==> src/rtl/bl2_pkg.sv <==
package bl2_pkg;

    localparam int DEFAULT_PIX_W = 18;
    localparam int GUARD_BITS    = 2;

    typedef enum logic [1:0] {
        MIX_COPY = 2'b00,
        MIX_HORZ = 2'b01,
        MIX_VERT = 2'b10,
        MIX_QUAD = 2'b11
    } mix_kind_t;

    typedef struct packed {
        logic col_end;
        logic row_end;
    } edge_t;

endpackage

==> src/rtl/bl2_pair_bank.sv <==
module bl2_pair_bank #(
    parameter int PIX_W = bl2_pkg::DEFAULT_PIX_W
) (
    input  logic             clk,
    input  logic             rst,
    input  logic             load,
    input  logic [PIX_W-1:0] d_prev,
    input  logic [PIX_W-1:0] d_cur,
    output logic [PIX_W-1:0] q_prev,
    output logic [PIX_W-1:0] q_cur
);

    always_ff @(posedge clk) begin
        if (rst) begin
            q_prev <= '0;
            q_cur  <= '0;
        end else if (load) begin
            q_prev <= d_prev;
            q_cur  <= d_cur;
        end
    end

endmodule

==> src/rtl/bl2_mix_core.sv <==
module bl2_mix_core
    import bl2_pkg::*;
#(
    parameter int PIX_W = DEFAULT_PIX_W
) (
    input  mix_kind_t        kind,
    input  edge_t            edges,
    input  logic [PIX_W-1:0] lft_prev,
    input  logic [PIX_W-1:0] lft_cur,
    input  logic [PIX_W-1:0] rgt_prev,
    input  logic [PIX_W-1:0] rgt_cur,
    output logic [PIX_W-1:0] result
);

    localparam int SW = PIX_W + GUARD_BITS;

    logic [SW-1:0] s_left;   // left column, vertical pair
    logic [SW-1:0] s_right;  // right column, vertical pair
    logic [SW-1:0] s_row;    // current row, horizontal pair
    logic [SW-1:0] s_all;    // four-pixel sum

    always_comb begin
        s_left  = SW'(lft_prev) + SW'(lft_cur);
        s_right = SW'(rgt_prev) + SW'(rgt_cur);
        s_row   = SW'(lft_cur)  + SW'(rgt_cur);
        s_all   = s_left + s_right;
    end

    always_comb begin
        result = rgt_cur;
        unique case (kind)
            MIX_COPY: result = rgt_cur;
            MIX_HORZ: result = edges.col_end ? lft_cur : s_row[PIX_W:1];
            MIX_VERT: result = edges.row_end ? rgt_cur : s_right[PIX_W:1];
            MIX_QUAD: begin
                unique case ({edges.col_end, edges.row_end})
                    2'b00: result = s_all[PIX_W+1:2];
                    2'b10: result = s_left[PIX_W:1];
                    2'b01: result = s_row[PIX_W:1];
                    2'b11: result = lft_cur;
                endcase
            end
        endcase
    end

endmodule

==> src/rtl/bilin2x_interp.sv <==
module bilin2x_interp
    import bl2_pkg::*;
#(
    parameter int PIX_W = DEFAULT_PIX_W
) (
    input  logic             clk,
    input  logic             rst,
    input  logic             in_valid,
    input  logic [PIX_W-1:0] row_prev,
    input  logic [PIX_W-1:0] row_cur,
    input  logic [1:0]       mix_sel,
    input  logic             edge_col,
    input  logic             edge_row,
    output logic             out_valid,
    output logic [PIX_W-1:0] out_px
);

    logic [PIX_W-1:0] left_prev;
    logic [PIX_W-1:0] left_cur;
    logic [PIX_W-1:0] mixed;
    edge_t            edges;

    assign edges = '{col_end: edge_col, row_end: edge_row};

    bl2_pair_bank #(.PIX_W(PIX_W)) u_bank (
        .clk    (clk),
        .rst    (rst),
        .load   (in_valid),
        .d_prev (row_prev),
        .d_cur  (row_cur),
        .q_prev (left_prev),
        .q_cur  (left_cur)
    );

    bl2_mix_core #(.PIX_W(PIX_W)) u_core (
        .kind     (mix_kind_t'(mix_sel)),
        .edges    (edges),
        .lft_prev (left_prev),
        .lft_cur  (left_cur),
        .rgt_prev (row_prev),
        .rgt_cur  (row_cur),
        .result   (mixed)
    );

    always_ff @(posedge clk) begin
        if (rst) begin
            out_valid <= 1'b0;
            out_px    <= '0;
        end else begin
            out_valid <= in_valid;
            if (in_valid) out_px <= mixed;
        end
    end

endmodule

==> config.mk <==
export PLATFORM = sky130hd
export DESIGN_NAME = bilin2x_interp
export DESIGN_NICKNAME = d
export VERILOG_FILES = /design/src/rtl/bl2_pkg.sv /design/src/rtl/bl2_pair_bank.sv /design/src/rtl/bl2_mix_core.sv /design/src/rtl/bilin2x_interp.sv
export SDC_FILE = /design/constraint.sdc
export NUM_CORES = 1
export LEC_CHECK = 0
export CORE_MARGIN = 1
export CORE_UTILIZATION = 60
export CTS_BUF_LIST = sky130_fd_sc_hd__clkbuf_16
export DETAILED_ROUTE_END_ITERATION = 8
export PLACE_DENSITY_LB_ADDON = 0.1
export REMOVE_ABC_BUFFERS = 1
export SLEW_MARGIN = 20
export SYNTH_ARGS = -nofsm -noshare
export SYNTH_HDL_FRONTEND = slang
export SYNTH_SLANG_ARGS = --single-unit
==> constraint.sdc <==
create_clock -name clk -period 13 [get_ports clk]
set_clock_uncertainty 0.2 [all_clocks]
set_input_delay 2.6 -clock clk [delete_from_list [all_inputs] [get_ports clk]]
set_output_delay 2.6 -clock clk [all_outputs]
set_load 0.03 [all_outputs]
==> results of run 1 <==
==> power breakdown <==
group,internal [mW],switching (mW),leakage (nW)
registers,0.180,0.00915,0.454
logic,0.141,0.186,2.49
clock network,0.0894,0.0637,0.0811
total,0.410,0.258,3.02
==> worst max-delay path, cell delays in order <==
cell and delay [ns]:
sky130_fd_sc_hd__clkdlybuf4s50_1 0.62, sky130_fd_sc_hd__ha_1 0.30, sky130_fd_sc_hd__a211oi_1 0.42, sky130_fd_sc_hd__o21bai_1 0.14, sky130_fd_sc_hd__a21oi_1 0.25, sky130_fd_sc_hd__o21bai_1 0.10
sky130_fd_sc_hd__a211oi_1 0.32, sky130_fd_sc_hd__nor2_1 0.08, sky130_fd_sc_hd__ha_1 0.35, sky130_fd_sc_hd__a211o_1 0.29, sky130_fd_sc_hd__a311o_1 0.33, sky130_fd_sc_hd__a221o_1 0.38
sky130_fd_sc_hd__a221o_1 0.39, sky130_fd_sc_hd__a41o_1 0.30, sky130_fd_sc_hd__o41ai_2 0.29, sky130_fd_sc_hd__a211oi_1 0.08, sky130_fd_sc_hd__a211o_1 0.29
==> synth_stat cells (4+ instances only) <==
cell type and number:
sky130_fd_sc_hd__clkbuf_1 27, sky130_fd_sc_hd__o221ai_1 4, sky130_fd_sc_hd__mux2i_1 44, sky130_fd_sc_hd__nand3_1 17, sky130_fd_sc_hd__a2111oi_0 5, sky130_fd_sc_hd__xor2_1 14, sky130_fd_sc_hd__and3_1 15, sky130_fd_sc_hd__a31oi_1 13
sky130_fd_sc_hd__xnor2_1 38, sky130_fd_sc_hd__a211o_1 4, sky130_fd_sc_hd__mux4_2 4, sky130_fd_sc_hd__o211ai_1 8, sky130_fd_sc_hd__nor4_1 4, sky130_fd_sc_hd__nor3_1 16, sky130_fd_sc_hd__inv_1 11, sky130_fd_sc_hd__o21ai_0 42
sky130_fd_sc_hd__nor2b_1 4, sky130_fd_sc_hd__a221oi_1 4, sky130_fd_sc_hd__a211oi_1 15, sky130_fd_sc_hd__nand2b_1 5, sky130_fd_sc_hd__a21oi_1 64, sky130_fd_sc_hd__or3_1 5, sky130_fd_sc_hd__o31ai_1 4, sky130_fd_sc_hd__a21o_1 23
sky130_fd_sc_hd__nor2_1 96, sky130_fd_sc_hd__dfxtp_1 55, sky130_fd_sc_hd__nor3b_1 4, sky130_fd_sc_hd__o21bai_1 5, sky130_fd_sc_hd__or2_2 6, sky130_fd_sc_hd__and2_1 5, sky130_fd_sc_hd__nand2_1 65, sky130_fd_sc_hd__ha_1 71
sky130_fd_sc_hd__o21a_1 6, sky130_fd_sc_hd__a311oi_1 5, sky130_fd_sc_hd__o22ai_1 4
==> through the flow <==
step / hold WS, ns / power, mW / std cells
3_3_place_gp: 0.249 / 0.501 / 919
3_5_place_dp: 0.254 / 0.508 / 919
4_1_cts: 0.265 / 0.661 / 926
2_1_floorplan: 0.267 / 0.415 / 723
6_report: 0.262 / 0.669 / 926
5_1_grt: 0.306 / 0.704 / 926
==> layout make-up <==
cell class / count / area [µm²]
multi-input cells: 656 / 4630
fillers: 784 / 2630
flip-flops and latches: 55 / 1100
repair buffers: 67 / 646
well taps: 129 / 161
clock buffers: 5 / 125
inverters: 12 / 45.0
clock inverters: 2 / 33.8
==> routing by layer <==
layer  wire length (µm)  part of all wire [%]  vias to the layer above  GRT usage (%)
li1                   -                     -                     2901              -
met1               8070                    44                     2921           50.2
met2               8210                    45                      324           59.1
met3               1570                   8.6                       40           5.41
met4                403                   2.2                        0           11.8
met5                  0                     0                        -              0
==> cells in the final DEF, fill, tap and decap left out, types with 8 or more instances in the layout <==
cell type,instances
sky130_fd_sc_hd__xnor2_1,38
sky130_fd_sc_hd__mux2i_1,44
sky130_fd_sc_hd__a21oi_1,64
sky130_fd_sc_hd__a21o_1,23
sky130_fd_sc_hd__inv_1,12
sky130_fd_sc_hd__and3_1,15
sky130_fd_sc_hd__ha_1,71
sky130_fd_sc_hd__o21ai_0,42
sky130_fd_sc_hd__nand2_1,65
sky130_fd_sc_hd__nor2_1,96
sky130_fd_sc_hd__dfxtp_1,55
sky130_fd_sc_hd__clkdlybuf4s50_1,59
sky130_fd_sc_hd__a211oi_1,15
sky130_fd_sc_hd__a31oi_1,13
sky130_fd_sc_hd__xor2_1,14
sky130_fd_sc_hd__nor3_1,16
sky130_fd_sc_hd__nand3_1,17
sky130_fd_sc_hd__o211ai_1,8
==> sequential cells by signal, indices dropped and copies added, names as in the netlist <==
name           cells
out_valid          1
u_bank.q_prev     18
u_bank.q_cur      18
out_px            18
==> cell families (layout without fill, tap and decap cells) <==
kind of cell | count (synthesis) | count (layout) | synth area share (%)
AO/OA/AOI/OAI | 236 | 236 | 26.9
XOR/XNOR | 52 | 52 | 7.76
adder cells (fa/ha/maj) | 74 | 74 | 16.2
buffers and inverters | 39 | 86 | 2.49
flip-flops | 55 | 55 | 18.8
multiplexers | 49 | 49 | 9.23
AND/OR/NAND/NOR | 245 | 245 | 18.7
==> worst max-delay path by stage <==
| stage | startpoint | end | slack [ns] | cells past startpoint |
|---|---|---|---|---|
| 6_report | row_cur[1] | out_px[17] | 5.46 | 17 |
| 5_1_grt | row_cur[1] | out_px[17] | 5.26 | 17 |
| 4_1_cts | row_cur[1] | out_px[17] | 5.54 | 17 |
| 3_5_place_dp | row_cur[1] | out_px[17] | 5.27 | 17 |
| 3_3_place_gp | row_cur[1] | out_px[17] | 5.34 | 17 |
| 2_1_floorplan | row_prev[1] | out_px[17] | 6.37 | 16 |
==> out/summary.json, run 1 <==
{
  "floorplan": {
    "coreArea_mm2": 0.00937,
    "core.rowCount": 35,
    "die_y_um": 101,
    "initial_core_util_pct": 62.6,
    "ios": 62,
    "die_width_um": 101,
    "die_area_mm2": 0.0102
  },
  "drt": {
    "routedWlPerCell_um": 19.7,
    "drt_first_iter_violations": 532,
    "first_pass_iters": 5,
    "route.detailed.drc": 0,
    "vias": 6186,
    "postRouteAntennaNets": 0,
    "avgViaCountPerCell": 6.68,
    "routed_wirelength_mm": 18.3
  },
  "logic_synthesis": {
    "synth_largest_type_area_fraction_pct": 18.8,
    "mappedNetlistArea_mm2": 0.00587,
    "synthCells": 750,
    "ys_async_sr_fraction_pct": 0,
    "yosysWarningCount": 0,
    "synth.distinct_cells": 61,
    "netlist_top_cells_area": "sky130_fd_sc_hd__dfxtp_1 19%, sky130_fd_sc_hd__ha_1 15%, sky130_fd_sc_hd__mux2i_1 7.5%, sky130_fd_sc_hd__nor2_1 6.1%, sky130_fd_sc_hd__xnor2_1 5.7%",
    "synth-edff-count": 0,
    "yosysTopAreaCell": "sky130_fd_sc_hd__dfxtp_1",
    "synth_seq_cells": 55,
    "post_synth.cell_area_avg_um2": 7.83,
    "synthFlopType": "sky130_fd_sc_hd__dfxtp_1",
    "synth-seq-area-share_pct": 18.8
  },
  "sta": {
    "post-route-min-period_ns": 7.54,
    "timing.final.ws_setup_ns": 5.46,
    "min_period_over_period_pct": 58.0,
    "max_freq_mhz": 133,
    "setup_viol": 0,
    "relSlewSlack_pct": 48.3,
    "slew_of_the_pin_with_the_lowest_slew_margin_ns": 0.775,
    "timing_max_transition_violations_final": 0,
    "setup_tns_ns": 0,
    "grt_setup_unrepaired": "false",
    "finalHoldViolCount": 0
  },
  "place": {
    "gp_congestion": 1.01,
    "dp_worst_setup_slack_ns": 5.27,
    "place.port_buffers": 61,
    "dpl-instance-area_mm2": 0.00658,
    "hpwl_mm": 13.8
  },
  "critical_path": {
    "class_of_the_most_critical_setup_path": "primary input to register",
    "crit_arrival_ns": 7.54,
    "crit-reg2reg-launch": "u_bank.q_cur[0]",
    "critPathRequiredTime_ns": 12.99,
    "endpoint_kind": "register",
    "r2r_cells": 16,
    "reg2reg_slack_ns": 8.01,
    "top_fanout_value_on_the_critical_path": 6,
    "worst_r2r_endpoint": "out_px[17]",
    "setup.worst_path.start_class": "primary input"
  },
  "cts": {
    "cts_buffers": 5,
    "postCtsSetupBuffers": 0,
    "clk_root_buffer_cell": "sky130_fd_sc_hd__clkbuf_16",
    "cts-hold-fix-buffers": 0,
    "clock_sink_count": 55,
    "clock_insertion_delay_worst_skew_ns": 0.30,
    "cts_tree": "built",
    "clock_path_buffers": 2,
    "post_cts_resized": 0,
    "h-tree-depth": 2,
    "cts.reportedPaths.clkPinSlew_ns": 0.08
  },
  "finish": {
    "synthToLayoutAreaGrowth_pct": 14.8,
    "layout-drive-gt1-share_pct": 4.27,
    "finish.instance_area_mm2": 0.00674,
    "layout.nets": 914,
    "n_antenna_cell": 0,
    "final_core_utilization_pct": 71.9
  },
  "global_routing": {
    "grt_max_degree": 55,
    "groute.usage.overall_pct": 36.6,
    "grt_pass1_vias": 5860,
    "overflow": 0,
    "wire_length_of_the_first_global_routing_pass_mm": 29.3,
    "grt_antenna_before_repair": 0
  },
  "power": {
    "power-per-cell-area_mw_per_mm2": 99.3,
    "power.leakage_nw": 3.02,
    "power.ir.vdd_worst_mv": 0.0548
  },
  "min_path": {
    "timing.hold.worst_path_depth": 2,
    "hold_start": "out_px[6]",
    "holdPathEnd": "out_px[6]",
    "holdCritPathClass": "register to register"
  },
  "outcome": {
    "run_status": "finished, final reports clean"
  },
  "run": {
    "maxCapViolCount": 0
  }
}
No activity file was read; power rests on OpenSTA's default activity.
==> run 2, diff against run 1 <==
CORE_UTILIZATION = 53   (was 60)
clock period = 6.54 ns   (was 13 ns; I/O delays follow)
==> run 2 against run 1 <==
Against the previous run: register-to-register slack got worse by 6.5 ns; via count decreased by 3.6%; cell count increased by 1.6%; combinational power increased by 98%; critical path depth unchanged; design area increased by 0.20%.
==> out/summary.json, run 2 (same netlist as run 1, synthesis figures left out) <==
{
  "outcome": {
    "run_status": "finished, final reports clean"
  },
  "global_routing": {
    "grt_max_degree": {"value": 55, "change": "unchanged"},
    "wire_length_of_the_first_global_routing_pass": {"value": 29.6, "unit": "mm", "change": "+0.82%"},
    "grt_pass1_vias": {"value": 5614, "change": "-4.2%"},
    "groute.usage.overall": {"value": 33.4, "unit": "%", "change": "-3.3 points"},
    "grt_antenna_before_repair": {"value": 0, "change": "unchanged"},
    "overflow": {"value": 0, "change": "unchanged"}
  },
  "finish": {
    "storage_element_area": {"value": 0.00110, "unit": "mm²", "change": "unchanged"},
    "layout_top_registers": "out_px (18), u_bank.q_cur (18), u_bank.q_prev (18)",
    "final_common_cell": "sky130_fd_sc_hd__nor2_1",
    "layout.nets": {"value": 917, "change": "+0.33%"},
    "fillers": {"value": 990, "change": "+26%"},
    "finish.instance_area": {"value": 0.00675, "unit": "mm²", "change": "+0.20%"},
    "most-common-layout-cells": "96 x sky130_fd_sc_hd__nor2_1, 71 x sky130_fd_sc_hd__ha_1, 65 x sky130_fd_sc_hd__nand2_1, 64 x sky130_fd_sc_hd__a21oi_1, 59 x sky130_fd_sc_hd__clkdlybuf4s50_1",
    "n_antenna_cell": {"value": 0, "change": "unchanged"},
    "layout-drive-gt1-share": {"value": 4.49, "unit": "%", "change": "+0.23 points"},
    "multi_input_logic_area": {"value": 0.00463, "unit": "mm²", "change": "unchanged"},
    "synthToLayoutAreaGrowth_pct": 15.0
  },
  "power": {
    "swShare": {"value": 39.9, "unit": "%", "change": "+1.3 points"},
    "power.leakage": {"value": 3.03, "unit": "nW", "change": "+0.10%"},
    "power.ir.vdd_worst": {"value": 0.115, "unit": "mV", "change": "+110%"},
    "intPower": {"value": 778, "unit": "µW", "change": "+90%"},
    "pwr-share-clk": {"value": 21.1, "unit": "%", "change": "-1.8 points"},
    "comb_power_share": {"value": 49.8, "unit": "%", "change": "+1.0 points"},
    "power_frac_seq": {"value": 29.1, "unit": "%", "change": "+0.8 points"},
    "power-per-cell-area": {"value": 192, "unit": "mW/mm²", "change": "+93%"},
    "switchingPower": {"value": 517, "unit": "µW", "change": "+100%"}
  },
  "drt": {
    "avgViaCountPerCell": {"value": 6.34, "change": "-5.1%"},
    "first_pass_iters": {"value": 5, "change": "unchanged"},
    "route.detailed.drc": {"value": 0, "change": "unchanged"},
    "routed_wirelength": {"value": 18.5, "unit": "mm", "change": "+1.1%"},
    "vias": {"value": 5965, "change": "-3.6%"},
    "postRouteAntennaNets": {"value": 0, "change": "unchanged"},
    "drt_first_iter_violations": {"value": 529, "change": "-0.56%"},
    "routedWlPerCell": {"value": 19.6, "unit": "µm", "change": "-0.55%"}
  },
  "sta": {
    "timing_max_transition_violations_final": {"value": 0, "change": "unchanged"},
    "max_freq_mhz": 163,
    "slew_of_the_pin_with_the_lowest_slew_margin": {"value": 0.895, "unit": "ns", "change": "+0.120 ns"},
    "min_period_over_period_pct": 94.0,
    "timing.final.ws_setup": {"value": 0.396, "unit": "ns", "change": "-5.06 ns"},
    "grt_setup_unrepaired": "false",
    "post-route-min-period_ns": 6.14,
    "finalHoldViolCount": {"value": 0, "change": "unchanged"},
    "setup_viol": {"value": 0, "change": "unchanged"},
    "setup_tns": {"value": 0, "unit": "ns", "change": "unchanged"},
    "relSlewSlack": {"value": 40.3, "unit": "%", "change": "-8.0 points"}
  },
  "cts": {
    "cts_buffers": {"value": 5, "change": "unchanged"},
    "h-tree-depth": {"value": 2, "change": "unchanged"},
    "postCtsSetupBuffers": {"value": 0, "change": "unchanged"},
    "clock_sink_count": {"value": 55, "change": "unchanged"},
    "cts-hold-fix-buffers": {"value": 0, "change": "unchanged"},
    "clock_path_buffers": {"value": 2, "change": "unchanged"},
    "cts_tree": "built",
    "cts.reportedPaths.clkPinSlew": {"value": 0.07, "unit": "ns", "change": "about the same"},
    "post_cts_resized": {"value": 0, "change": "unchanged"},
    "clk_root_buffer_cell": "sky130_fd_sc_hd__clkbuf_16",
    "clock_insertion_delay_worst_skew": {"value": 0.31, "unit": "ns", "change": "about the same"}
  },
  "run": {
    "maxCapViolCount": {"value": 0, "change": "unchanged"}
  },
  "critical_path": {
    "reg2reg_slack": {"value": 1.55, "unit": "ns", "change": "-6.46 ns"},
    "setup.worst_path.start_class": "primary input",
    "class_of_the_most_critical_setup_path": "primary input to register",
    "critPathRequiredTime": {"value": 6.55, "unit": "ns", "change": "-6.44 ns"},
    "top_fanout_value_on_the_critical_path": {"value": 5, "change": "-1"},
    "crit_arrival": {"value": 6.15, "unit": "ns", "change": "-1.39 ns"},
    "endpoint_kind": "register"
  },
  "floorplan": {
    "coreArea": {"value": 0.0108, "unit": "mm²", "change": "+15%"},
    "die_y": {"value": 107, "unit": "µm", "change": "+6.3%"},
    "core.rowCount": {"value": 38, "change": "+8.6%"},
    "die_area": {"value": 0.0115, "unit": "mm²", "change": "+13%"},
    "initial_core_util": {"value": 54.4, "unit": "%", "change": "-8.2 points"},
    "die_width": {"value": 107, "unit": "µm", "change": "+6.3%"},
    "ios": {"value": 62, "change": "unchanged"}
  },
  "place": {
    "place.port_buffers": {"value": 61, "change": "unchanged"},
    "gp_congestion": {"value": 0.953, "change": "-5.9%"},
    "dp_worst_setup_slack": {"value": 0.208, "unit": "ns", "change": "-5.06 ns"},
    "dpl-instance-area": {"value": 0.00662, "unit": "mm²", "change": "+0.55%"},
    "hpwl": {"value": 14.3, "unit": "mm", "change": "+3.4%"}
  },
  "min_path": {
    "holdCritPathClass": "register to register"
  }
}
[run 2: power groups by stage]
stage	Combinational [mW]	Clock (mW)	Sequential, mW
after floorplan	0.425	0	0.400
after global placement	0.623	0	0.383
after detailed placement	0.630	0	0.384
after CTS	0.635	0.278	0.377
after global routing	0.705	0.291	0.380
final	0.645	0.273	0.377
[run 2: worst paths after layout]
path                        start    endpoint  cells after the start
hold / removal         out_px[11]  out_px[11]                      2
setup reg to reg  u_bank.q_cur[1]  out_px[17]                     15
setup / recovery       row_cur[0]  out_px[17]                     17
hold reg to reg        out_px[11]  out_px[11]                      2
[run 2: per-layer routing]
layer | global-route usage, % | up-vias | wire length (µm)
met4 | 8.41 | 0 | 321
met3 | 4.92 | 25 | 1340
met5 | 0 | - | 0
li1 | - | 2905 | -
met1 | 47.4 | 2794 | 8650
met2 | 52.5 | 241 | 8150
[run 2: cell type report]
| class | instances | share of cell area [%] |
|---|---|---|
| Clock inverter | 3 | 0.167 |
| Inverter | 12 | 0.667 |
| Clock buffer | 5 | 1.85 |
| Tap cell | 140 | 2.59 |
| Sequential cell | 55 | 16.3 |
| Timing Repair Buffer | 70 | 9.90 |
| Multi-Input combinational cell | 656 | 68.5 |
[run 2: through the flow]
step	hold slack [ns]	power (mW)	utilization, %	std cells
finish	0.275	1.29	62.6	941
global route	0.289	1.38	62.6	941
CTS	0.271	1.29	62.6	941
detailed placement	0.260	1.01	61.3	933
global placement	0.250	1.01	61.3	933
floorplan	0.267	0.825	-	723
[run 2: critical path, cell delays in order]
cell and delay, ns:
sky130_fd_sc_hd__clkdlybuf4s50_1 0.50, sky130_fd_sc_hd__ha_1 0.29, sky130_fd_sc_hd__a211oi_1 0.42, sky130_fd_sc_hd__o21bai_1 0.13
sky130_fd_sc_hd__a21oi_1 0.24, sky130_fd_sc_hd__o21bai_1 0.09, sky130_fd_sc_hd__a211oi_1 0.34, sky130_fd_sc_hd__nor2_1 0.11
sky130_fd_sc_hd__ha_1 0.36, sky130_fd_sc_hd__a211o_1 0.28, sky130_fd_sc_hd__a311o_1 0.31, sky130_fd_sc_hd__a221o_1 0.39
sky130_fd_sc_hd__a221o_1 0.39, sky130_fd_sc_hd__a41o_1 0.31, sky130_fd_sc_hd__o41ai_2 0.32, sky130_fd_sc_hd__a211oi_1 0.08
sky130_fd_sc_hd__a211o_1 0.28
